==> src/rtl/ld_align_pkg.sv <==
package ld_align_pkg;

   typedef enum logic [2:0] {
      LK_BYTE_S = 3'd0,
      LK_BYTE_U = 3'd1,
      LK_HALF_S = 3'd2,
      LK_HALF_U = 3'd3,
      LK_WORD   = 3'd4
   } ld_kind_e;

   typedef enum logic [1:0] {
      SZ_NONE = 2'd0,
      SZ_BYTE = 2'd1,
      SZ_HALF = 2'd2,
      SZ_WORD = 2'd3
   } ld_size_e;

   localparam int WORD_W = 32;
   localparam int HALF_W = 16;
   localparam int BYTE_W = 8;

endpackage

==> src/rtl/ld_align_lane_pick.sv <==
module ld_align_lane_pick #(
   parameter int DATA_W = 32,
   parameter int LANE_W = 8,
   parameter int OFF_W  = 2
) (
   input  logic [DATA_W-1:0] bus,
   input  logic [OFF_W-1:0]  off,
   output logic [LANE_W-1:0] lane
);
   localparam int LANES = DATA_W / LANE_W;
   localparam int SHIFT = $clog2(LANE_W / 8);

   if (DATA_W % LANE_W != 0) begin : g_bad_lane
      $error("lane width must divide the bus width");
   end

   if (LANES == 1) begin : g_single
      logic [OFF_W-1:0] unused_off;
      assign unused_off = off;
      assign lane = bus;
   end else begin : g_multi
      logic [OFF_W-1:0] idx;
      assign idx = off >> SHIFT;
      always_comb begin
         lane = '0;
         for (int i = 0; i < LANES; i++) begin
            // lane 0 sits at the most significant end (big-endian)
            if (idx == i[OFF_W-1:0]) lane = bus[DATA_W-1-i*LANE_W -: LANE_W];
         end
      end
   end
endmodule

==> src/rtl/ld_align_extend.sv <==
module ld_align_extend #(
   parameter int IN_W  = 8,
   parameter int OUT_W = 32
) (
   input  logic [IN_W-1:0]  din,
   input  logic             sext,
   output logic [OUT_W-1:0] dout
);
   if (IN_W > OUT_W) begin : g_bad_width
      $error("extender input wider than output");
   end

   if (IN_W == OUT_W) begin : g_pass
      logic unused_sext;
      assign unused_sext = sext;
      assign dout = din;
   end else begin : g_ext
      logic fill;
      assign fill = sext & din[IN_W-1];
      assign dout = {{(OUT_W-IN_W){fill}}, din};
   end
endmodule

==> src/rtl/ld_align_decode.sv <==
module ld_align_decode
   import ld_align_pkg::*;
(
   input  logic [2:0] kind,
   input  logic [1:0] off_lo,
   output ld_size_e   size,
   output logic       sext,
   output logic       fault
);
   always_comb begin
      size  = SZ_NONE;
      sext  = 1'b0;
      fault = 1'b0;
      case (kind)
         LK_BYTE_S: begin size = SZ_BYTE; sext = 1'b1; end
         LK_BYTE_U: size = SZ_BYTE;
         LK_HALF_S: begin size = SZ_HALF; sext = 1'b1; fault = off_lo[0]; end
         LK_HALF_U: begin size = SZ_HALF; fault = off_lo[0]; end
         LK_WORD:   begin size = SZ_WORD; fault = |off_lo; end
         default:   size = SZ_NONE;
      endcase
   end

   always_comb begin
      if (size == SZ_BYTE) assert_byte_no_fault_R7 : assert (!fault);
      if (size == SZ_NONE) assert_unused_no_fault_R9 : assert (!fault);
   end
endmodule

==> src/rtl/ld_align.sv <==
module ld_align
   import ld_align_pkg::*;
#(
   parameter int ADDR_W = 32,
   parameter int DATA_W = 32
) (
   input  logic              clk,
   input  logic              rst_n,
   input  logic              in_valid,
   input  logic [ADDR_W-1:0] eff_addr,
   input  logic [DATA_W-1:0] rd_word,
   input  logic [2:0]        ld_kind,
   output logic              out_valid,
   output logic [WORD_W-1:0] wr_data,
   output logic              wr_en,
   output logic              addr_fault
);
   localparam int OFF_W = $clog2(DATA_W / 8);

   if (DATA_W % WORD_W != 0 || (DATA_W & (DATA_W - 1)) != 0) begin : g_bad_bus
      $error("bus width must be a power of two and a multiple of 32");
   end
   if (ADDR_W <= OFF_W) begin : g_bad_addr
      $error("address narrower than the lane offset");
   end

   logic [OFF_W-1:0] off;
   logic             unused_addr_hi;
   assign off            = eff_addr[OFF_W-1:0];
   assign unused_addr_hi = ^eff_addr[ADDR_W-1:OFF_W];

   ld_size_e size;
   logic     sext, fault;

   ld_align_decode u_decode (
      .kind   (ld_kind),
      .off_lo (off[1:0]),
      .size   (size),
      .sext   (sext),
      .fault  (fault)
   );

   logic [BYTE_W-1:0] byte_lane;
   logic [HALF_W-1:0] half_lane;
   logic [WORD_W-1:0] word_lane;

   ld_align_lane_pick #(.DATA_W(DATA_W), .LANE_W(BYTE_W), .OFF_W(OFF_W)) u_pick_b (
      .bus (rd_word), .off (off), .lane (byte_lane));
   ld_align_lane_pick #(.DATA_W(DATA_W), .LANE_W(HALF_W), .OFF_W(OFF_W)) u_pick_h (
      .bus (rd_word), .off (off), .lane (half_lane));
   ld_align_lane_pick #(.DATA_W(DATA_W), .LANE_W(WORD_W), .OFF_W(OFF_W)) u_pick_w (
      .bus (rd_word), .off (off), .lane (word_lane));

   logic [WORD_W-1:0] byte_ext, half_ext, word_ext;

   ld_align_extend #(.IN_W(BYTE_W), .OUT_W(WORD_W)) u_ext_b (
      .din (byte_lane), .sext (sext), .dout (byte_ext));
   ld_align_extend #(.IN_W(HALF_W), .OUT_W(WORD_W)) u_ext_h (
      .din (half_lane), .sext (sext), .dout (half_ext));
   ld_align_extend #(.IN_W(WORD_W), .OUT_W(WORD_W)) u_ext_w (
      .din (word_lane), .sext (sext), .dout (word_ext));

   logic [WORD_W-1:0] value;
   logic              do_write;

   always_comb begin
      case (size)
         SZ_BYTE: value = byte_ext;
         SZ_HALF: value = half_ext;
         SZ_WORD: value = word_ext;
         default: value = '0;
      endcase
   end

   assign do_write = in_valid && (size != SZ_NONE) && !fault;

   always_ff @(posedge clk) begin
      if (!rst_n) begin
         out_valid  <= 1'b0;
         wr_en      <= 1'b0;
         addr_fault <= 1'b0;
         wr_data    <= '0;
      end else begin
         out_valid  <= in_valid;
         wr_en      <= do_write;
         addr_fault <= in_valid && fault;
         wr_data    <= do_write ? value : '0;
      end
   end

   // strobe follows the request by exactly one cycle
   assert_valid_follows_R8 : assert property (@(posedge clk) disable iff (!rst_n)
      in_valid |=> out_valid);
   assert_idle_quiet_R8 : assert property (@(posedge clk) disable iff (!rst_n)
      !in_valid |=> (!out_valid && !wr_en && !addr_fault));
   // a fault never writes
   assert_fault_blocks_write_R5 : assert property (@(posedge clk) disable iff (!rst_n)
      addr_fault |-> !wr_en);
   // result bus is clean when nothing is written
   assert_quiet_data_R10 : assert property (@(posedge clk) disable iff (!rst_n)
      !wr_en |-> (wr_data == '0));
   // unsigned byte loads clear the upper bits
   assert_ubyte_zero_R3 : assert property (@(posedge clk) disable iff (!rst_n)
      (in_valid && ld_kind == LK_BYTE_U) |=> (wr_data[WORD_W-1:BYTE_W] == '0));
   // unsigned halfword loads clear the upper bits
   assert_uhalf_zero_R4 : assert property (@(posedge clk) disable iff (!rst_n)
      (in_valid && ld_kind == LK_HALF_U) |=> (wr_data[WORD_W-1:HALF_W] == '0));
   // byte loads never fault
   assert_byte_clean_R7 : assert property (@(posedge clk) disable iff (!rst_n)
      (in_valid && (ld_kind == LK_BYTE_S || ld_kind == LK_BYTE_U)) |=> (wr_en && !addr_fault));
   // unused codes neither write nor fault
   assert_unused_code_R9 : assert property (@(posedge clk) disable iff (!rst_n)
      (in_valid && ld_kind > 3'd4) |=> (out_valid && !wr_en && !addr_fault));
endmodule

==> config.mk <==
export PLATFORM = sky130hd
export DESIGN_NAME = ld_align
export DESIGN_NICKNAME = d
export VERILOG_FILES = /design/src/rtl/ld_align_pkg.sv /design/src/rtl/ld_align_lane_pick.sv /design/src/rtl/ld_align_extend.sv /design/src/rtl/ld_align_decode.sv /design/src/rtl/ld_align.sv
export SDC_FILE = /design/constraint.sdc
export NUM_CORES = 1
export LEC_CHECK = 0
export BUFFER_PORTS_ARGS = -buffer_cell sky130_fd_sc_hd__buf_2
export CAP_MARGIN = 20
export CORE_AREA = 2 2 66 68
export CTS_BUF_LIST = sky130_fd_sc_hd__clkbuf_8
export DETAILED_ROUTE_END_ITERATION = 16
export DIE_AREA = 0 0 68 70
export PLACE_DENSITY = 0.76
export REMOVE_ABC_BUFFERS = 1
export SLEW_MARGIN = 20
export SYNTH_ARGS = -nofsm -noshare
export SYNTH_HDL_FRONTEND = slang
export SYNTH_SLANG_ARGS = --single-unit
==> constraint.sdc <==
create_clock -name clk -period 2.5 [get_ports clk]
set_input_delay 0.625 -clock clk [delete_from_list [all_inputs] [get_ports clk]]
set_output_delay 0.625 -clock clk [all_outputs]
set_load 0.02 [all_outputs]
==> flow_results.xml, run 1 <==
<?xml version="1.0" encoding="UTF-8"?>
<metrics>
  <group name="pwr">
    <metric name="intPower" unit="mW">1.05</metric>
    <metric name="max-vdd-ir-drop" unit="V">0.000254</metric>
    <metric name="leakage" unit="nW">0.921</metric>
    <metric name="power_switching" unit="uW">313</metric>
    <metric name="post-layout-total-power" unit="mW">1.36</metric>
    <metric name="power.share.combinational" unit="%">14.0</metric>
    <metric name="pwr_density_cell" unit="mW/mm^2">655</metric>
    <metric name="switching_share" unit="%">23.0</metric>
    <metric name="power.sequential.fraction" unit="%">42.1</metric>
    <metric name="p_clk_share" unit="%">44.0</metric>
  </group>
  <group name="logic_synthesis">
    <metric name="synth.avg_cell_area" unit="sq um">9.66</metric>
    <metric name="post_synthesis_instance_total" unit="">160</metric>
    <metric name="postSynth.asyncResetShare" unit="%">0</metric>
    <metric name="prevailing_post_synth_register_cell" unit="">dfxtp_1</metric>
    <metric name="synthDominantAreaCellType" unit="">dfxtp_1</metric>
    <metric name="synth_sequential_area_ratio" unit="%">45.3</metric>
    <metric name="synth_area" unit="sq mm">0.00155</metric>
    <metric name="synth.distinct_cells" unit="">34</metric>
    <metric name="synth-edff-count" unit="">0</metric>
    <metric name="post-synth-top-area-fraction" unit="%">45.3</metric>
    <metric name="ys_top_cells_by_area" unit="">dfxtp_1 45%, a22oi_1 9.2%, a21oi_1 6.8%</metric>
    <metric name="yosys_warnings" unit="">0</metric>
    <metric name="ys_seq_elements" unit="">35</metric>
  </group>
  <group name="global_route">
    <metric name="number_of_global_route_vias_before_repair" unit="">1394</metric>
    <metric name="globalRouteMet1Util" unit="%">22.1</metric>
    <metric name="groute.layer.met2.usage" unit="%">28.7</metric>
    <metric name="use_met3" unit="%">4.51</metric>
    <metric name="grt_overflow_total" unit="">0</metric>
    <metric name="antenna_found_initial" unit="">0</metric>
    <metric name="grt.total_usage" unit="%">17.8</metric>
    <metric name="busiest_layer" unit="">met2</metric>
    <metric name="grt_pass1_wl" unit="mm">6.49</metric>
    <metric name="maximum_number_of_pins_on_one_net_before_global_route_repair" unit="">19</metric>
  </group>
  <group name="sta">
    <metric name="slew_headroom" unit="%">60.8</metric>
    <metric name="max_freq" unit="GHz">0.560</metric>
    <metric name="timing.final.hold_violations" unit="">0</metric>
    <metric name="period_share" unit="%">71.4</metric>
    <metric name="final-max-slew-violation-count" unit="">0</metric>
    <metric name="worst_slew_pin_slew" unit="ns">0.586</metric>
    <metric name="setup_total_neg_slack" unit="ns">0</metric>
    <metric name="setup_viol_count_final" unit="">0</metric>
    <metric name="final.setup.worst_slack" unit="ns">0.716</metric>
    <metric name="rsz0062_at_grt" unit="">false</metric>
    <metric name="period_needed" unit="ns">1.78</metric>
  </group>
  <group name="worst_hold_path">
    <metric name="hold_path.class" unit="">primary input to flop</metric>
    <metric name="min_delay_path_depth" unit="">3</metric>
    <metric name="worst_hold_startpoint" unit="">rd_word[17]</metric>
    <metric name="hold_path_end" unit="">wr_data[17]</metric>
  </group>
  <group name="clocking">
    <metric name="clock_pin_slew_on_the_worst_setup_and_hold_paths" unit="ns">0.08</metric>
    <metric name="cts-root-to-sink-buffers" unit="">2</metric>
    <metric name="ctsRootBufferMaster" unit="">clkbuf_8</metric>
    <metric name="cts_hold_buf" unit="">0</metric>
    <metric name="h-tree-depth" unit="">2</metric>
    <metric name="cts_tree" unit="">built</metric>
    <metric name="total_setup_buffers_inserted_after_cts" unit="">0</metric>
    <metric name="numCtsBuffers" unit="">5</metric>
    <metric name="clock_sink_count" unit="">35</metric>
    <metric name="post_cts.resized_instances" unit="">0</metric>
  </group>
  <group name="final_layout">
    <metric name="layout.nets" unit="">302</metric>
    <metric name="antennaDiodeCount" unit="">0</metric>
    <metric name="layout.cells.most_common" unit="">buf_2</metric>
    <metric name="post_layout_nonfiller_instances" unit="">285</metric>
    <metric name="share_of_post_route_cells_with_drive_strength_above_1" unit="%">43.8</metric>
    <metric name="synthToLayoutAreaGrowth" unit="%">34.2</metric>
    <metric name="final_core_utilization" unit="%">50.0</metric>
    <metric name="mostFrequentLayoutCells" unit="">74 x buf_2, 35 x dfxtp_1, 21 x a21oi_1</metric>
  </group>
  <group name="routing">
    <metric name="routed_wire_length_per_instance" unit="um">14.0</metric>
    <metric name="vias_per_cell" unit="">5.25</metric>
    <metric name="drt-pass1-iter-count" unit="">4</metric>
    <metric name="detail-route-antenna-nets" unit="">0</metric>
    <metric name="dr_total_vias" unit="">1497</metric>
    <metric name="detail_route.wirelength" unit="mm">3.99</metric>
    <metric name="drc_errors" unit="">0</metric>
    <metric name="detailedRoute.firstIterationViolations" unit="">136</metric>
  </group>
  <group name="die">
    <metric name="row_count" unit="">24</metric>
    <metric name="floorplan.initialDensity" unit="%">37.3</metric>
    <metric name="die_h" unit="um">70</metric>
    <metric name="fp.dieW" unit="um">68</metric>
    <metric name="pin_count" unit="">105</metric>
    <metric name="fp.dieArea" unit="sq mm">0.00476</metric>
    <metric name="area_of_the_core" unit="sq mm">0.00414</metric>
  </group>
  <group name="job">
    <metric name="maxCapViolations" unit="">0</metric>
  </group>
  <group name="setup_path">
    <metric name="critical_path_start_end_classification" unit="">primary input to flop</metric>
    <metric name="critPathArrivalTime" unit="ns">1.93</metric>
    <metric name="setup.worst_path.start_class" unit="">primary input</metric>
    <metric name="cp_cell_sequence" unit="">buf_2, mux2_1, a2bb2oi_2, or2_1, a21oi_2</metric>
    <metric name="crit_path_max_incr_delay" unit="ns">0.38</metric>
    <metric name="crit_path_max_fanout" unit="">16</metric>
    <metric name="crit_slowest_cell" unit="">or2_1</metric>
    <metric name="crit_path_end_kind" unit="">flop</metric>
    <metric name="cp_data_required_time" unit="ns">2.65</metric>
  </group>
  <group name="placed_design">
    <metric name="placement.io_buffers" unit="">74</metric>
    <metric name="placed_cells_incl_taps" unit="">277</metric>
    <metric name="gp_congestion" unit="">0.843</metric>
    <metric name="post-dp-hpwl" unit="mm">3.05</metric>
    <metric name="pre_cts_slack" unit="ns">0.428</metric>
  </group>
  <group name="run_status">
    <metric name="result_of_the_run" unit="">finished clean</metric>
  </group>
</metrics>
==> sequential cells by signal, summed over array words and instances (netlist names) <==
name / cells
out_valid: 1
addr_fault: 1
wr_en: 1
wr_data: 32
==> per-stage QoR <==
step | hold slack, ns | instance area [sq um]
floorplan | 0.765 | 1460
global placement | 0.897 | 1940
detailed placement | 0.903 | 1940
CTS | 0.600 | 2070
global route | 0.602 | 2070
finish | 0.603 | 2070
==> kinds of logic (layout without fill, tap and decap cells) <==
kind of cell	Yosys count	count (layout)	share of synthesized area, %
AO/OA/AOI/OAI	64	64	29.9
buffers and inverters	16	89	5.75
multiplexers	10	10	8.18
flip-flops	35	35	45.3
AND/OR/NAND/NOR	35	35	10.9
==> power groups by stage <==
stage	sequential, mW	combinational, mW	clock (mW)
after floorplan	0.600	0.0824	0
after global placement	0.584	0.186	0
after detailed placement	0.584	0.188	0
after CTS	0.571	0.188	0.611
after global routing	0.572	0.207	0.639
final	0.571	0.190	0.597
==> cell usage after synthesis (2+ instances only) <==
cell       n
a21oi_2    8
buf_4      4
buf_2      5
clkbuf_1   4
o32a_1     5
o22ai_1    2
a21oi_1   21
nor2_1     6
a22oi_1   19
dfxtp_1   35
inv_1      2
mux2i_1    7
mux4_2     2
nand2_1   20
==> cell type report <==
class | count | area, sq um
Sequential cell | 35 | 701
Tap cell | 52 | 65.1
Timing Repair Buffer | 79 | 408
Clock inverter | 3 | 67.6
Fill cell | 402 | 2070
Clock buffer | 5 | 68.8
Multi-Input combinational cell | 109 | 756
Inverter | 2 | 7.51
==> how the worst max path moves through the flow <==
| stage | start | end | slack [ns] | depth (start not counted) |
|---|---|---|---|---|
| 2_1_floorplan | ld_kind[1] | wr_data[10] | 0.74 | 4 |
| 3_3_place_gp | eff_addr[0] | wr_data[25] | 0.44 | 5 |
| 4_1_cts | eff_addr[0] | wr_data[13] | 0.72 | 5 |
| 3_5_place_dp | eff_addr[0] | wr_data[30] | 0.43 | 5 |
| 6_report | eff_addr[0] | wr_data[13] | 0.72 | 5 |
| 5_1_grt | eff_addr[0] | wr_data[13] | 0.61 | 5 |
==> critical path, delay by kind of cell <==
kind / cells / cell delay (ns)
AOI/OAI and AO/OA: 2 / 0.28
and+or+nand+nor: 1 / 0.38
muxes: 1 / 0.37
buffers and inverters: 1 / 0.28
==> routing by layer <==
layer | share of wire [%] | wire, um
met2 | 49 | 1940
met1 | 42 | 1660
met5 | 0 | 0
met3 | 8.1 | 322
met4 | 1.9 | 74
(Power assumes the default switching activity.)
==> run 2, diff against run 1 <==
Clock period 2.5 ns to 1.73 ns, I/O delays scaled along.
==> flow_results.xml, run 2 (synthesized netlist as in run 1, its figures left out) <==
<?xml version="1.0" encoding="UTF-8"?>
<metrics>
  <group name="clocking">
    <metric name="cts_hold_buf" unit="">0</metric>
    <metric name="numCtsBuffers" unit="">5</metric>
    <metric name="post_cts.resized_instances" unit="">0</metric>
    <metric name="clock_pin_slew_on_the_worst_setup_and_hold_paths" unit="ns">0.07</metric>
    <metric name="ctsRootBufferMaster" unit="">clkbuf_8</metric>
    <metric name="total_setup_buffers_inserted_after_cts" unit="">0</metric>
    <metric name="cts_tree" unit="">built</metric>
    <metric name="h-tree-depth" unit="">2</metric>
    <metric name="cts-root-to-sink-buffers" unit="">2</metric>
    <metric name="clock_sink_count" unit="">35</metric>
  </group>
  <group name="placed_design">
    <metric name="post-dp-hpwl" unit="mm">3.28</metric>
    <metric name="pre_cts_slack" unit="ns">-0.0731</metric>
    <metric name="placement.cell_area" unit="sq mm">0.00209</metric>
    <metric name="gp_congestion" unit="">0.888</metric>
    <metric name="placement.io_buffers" unit="">74</metric>
  </group>
  <group name="routing">
    <metric name="dr.max_layer_used" unit="">met4</metric>
    <metric name="wl_met3" unit="um">279</metric>
    <metric name="detail-route-antenna-nets" unit="">0</metric>
    <metric name="detail_route.wirelength" unit="mm">4.37</metric>
    <metric name="drt-met1-wl" unit="mm">1.87</metric>
    <metric name="dr_total_vias" unit="">1585</metric>
    <metric name="vias_per_cell" unit="">5.25</metric>
    <metric name="met2RoutedLength" unit="mm">2.13</metric>
    <metric name="drt-pass1-iter-count" unit="">4</metric>
    <metric name="drc_errors" unit="">0</metric>
    <metric name="detailedRoute.firstIterationViolations" unit="">106</metric>
    <metric name="routed_wire_length_per_instance" unit="um">14.5</metric>
  </group>
  <group name="global_route">
    <metric name="antenna_found_initial" unit="">0</metric>
    <metric name="grt_overflow_total" unit="">0</metric>
    <metric name="number_of_global_route_vias_before_repair" unit="">1470</metric>
    <metric name="grt_pass1_wl" unit="mm">6.91</metric>
    <metric name="grt.total_usage" unit="%">19.0</metric>
    <metric name="maximum_number_of_pins_on_one_net_before_global_route_repair" unit="">18</metric>
  </group>
  <group name="job">
    <metric name="maxCapViolations" unit="">0</metric>
  </group>
  <group name="sta">
    <metric name="finalHoldWorstSlack" unit="ns">0.402</metric>
    <metric name="final.setup.worst_slack" unit="ns">0.223</metric>
    <metric name="period_needed" unit="ns">1.51</metric>
    <metric name="final-max-slew-violation-count" unit="">0</metric>
    <metric name="max_freq" unit="GHz">0.664</metric>
    <metric name="rsz0062_at_grt" unit="">false</metric>
    <metric name="setup_viol_count_final" unit="">0</metric>
    <metric name="period_share" unit="%">87.1</metric>
    <metric name="slew_headroom" unit="%">71.3</metric>
    <metric name="timing.final.hold_violations" unit="">0</metric>
    <metric name="worst_slew_pin_slew" unit="ns">0.430</metric>
  </group>
  <group name="worst_hold_path">
    <metric name="hold_path.class" unit="">primary input to flop</metric>
    <metric name="worst_hold_startpoint" unit="">rd_word[30]</metric>
  </group>
  <group name="die">
    <metric name="fp.dieW" unit="um">68</metric>
    <metric name="row_count" unit="">24</metric>
    <metric name="die_h" unit="um">70</metric>
    <metric name="area_of_the_core" unit="sq mm">0.00414</metric>
    <metric name="fp.dieArea" unit="sq mm">0.00476</metric>
    <metric name="pin_count" unit="">105</metric>
    <metric name="floorplan.initialDensity" unit="%">37.3</metric>
  </group>
  <group name="final_layout">
    <metric name="finalInstanceArea" unit="sq mm">0.00220</metric>
    <metric name="registers.top_by_ff_count" unit="">wr_data</metric>
    <metric name="flip_flop_count_of_the_largest_register_all_copies_and_words_added" unit="">32</metric>
    <metric name="mostFrequentLayoutCells" unit="">74 x buf_2, 35 x dfxtp_1, 21 x a21oi_1</metric>
    <metric name="share_of_post_route_cells_with_drive_strength_above_1" unit="%">47.6</metric>
    <metric name="antennaDiodeCount" unit="">0</metric>
    <metric name="layout.nets" unit="">319</metric>
    <metric name="synthToLayoutAreaGrowth" unit="%">42.5</metric>
    <metric name="layout.cells.most_common" unit="">buf_2</metric>
  </group>
  <group name="setup_path">
    <metric name="crit_path_max_incr_delay" unit="ns">0.43</metric>
    <metric name="setup.worst_path.end" unit="">wr_data[9]</metric>
    <metric name="cp_cell_sequence" unit="">buf_2, or3b_1, a2bb2oi_2, or2_1, a21oi_2</metric>
    <metric name="crit_path_max_fanout" unit="">8</metric>
    <metric name="crit_path_end_kind" unit="">flop</metric>
    <metric name="setup.worst_path.start_class" unit="">primary input</metric>
    <metric name="critical_path_start_end_classification" unit="">primary input to flop</metric>
    <metric name="crit_slowest_cell" unit="">or3b_1</metric>
    <metric name="critPathArrivalTime" unit="ns">1.73</metric>
    <metric name="cp_data_required_time" unit="ns">1.96</metric>
    <metric name="critPathLaunch" unit="">ld_kind[1]</metric>
  </group>
  <group name="pwr">
    <metric name="max-vdd-ir-drop" unit="V">0.000393</metric>
    <metric name="pwr_density_cell" unit="mW/mm^2">853</metric>
    <metric name="post-layout-total-power" unit="mW">1.88</metric>
    <metric name="leakage" unit="nW">1.01</metric>
  </group>
  <group name="run_status">
    <metric name="result_of_the_run" unit="">finished clean</metric>
  </group>
</metrics>
[run 2: through the flow]
stage | setup TNS [ns] | util, % | cells
after floorplan | 0 | - | 146
after global placement | -0.217 | 50.4 | 294
after detailed placement | -0.488 | 50.4 | 294
after CTS | 0 | 53.1 | 302
after global routing | 0 | 53.1 | 302
final | 0 | 53.1 | 302
[run 2: power breakdown]
group	switching [mW]	leakage [nW]	internal, mW
registers	0.00343	0.283	0.822
logic	0.171	0.666	0.147
clock network	0.306	0.0581	0.429
total	0.481	1.01	1.40
[run 2: worst min-delay path by stage]
stage,endpoint,slack [ns],depth (start not counted)
6_report,wr_data[30],0.40,3
5_1_grt,wr_data[28],0.41,3
4_1_cts,wr_data[17],0.40,3
3_5_place_dp,wr_data[17],0.71,3
3_3_place_gp,wr_data[16],0.71,3
2_1_floorplan,wr_data[16],0.57,2
[run 2: area by class of cell]
class	count	area (sq um)
Clock buffer	5	68.8
Fill cell	378	1940
Clock inverter	3	43.8
Multi-Input combinational cell	109	756
Tap cell	52	65.1
Timing Repair Buffer	96	561
Sequential cell	35	701
Inverter	2	7.51
[run 2: worst max-delay path, delay by kind of cell]
family	cells	cell delay [ns]
simple gates	2	0.81
compound gates	2	0.38
buf+inv	1	0.11
[run 2: routing by layer]
| layer | global-route usage [%] | vias up |
|---|---|---|
| li1 | - | 769 |
| met1 | 25.4 | 739 |
| met2 | 29.6 | 65 |
| met3 | 2.58 | 12 |
| met4 | 9.33 | 0 |
| met5 | 0 | - |
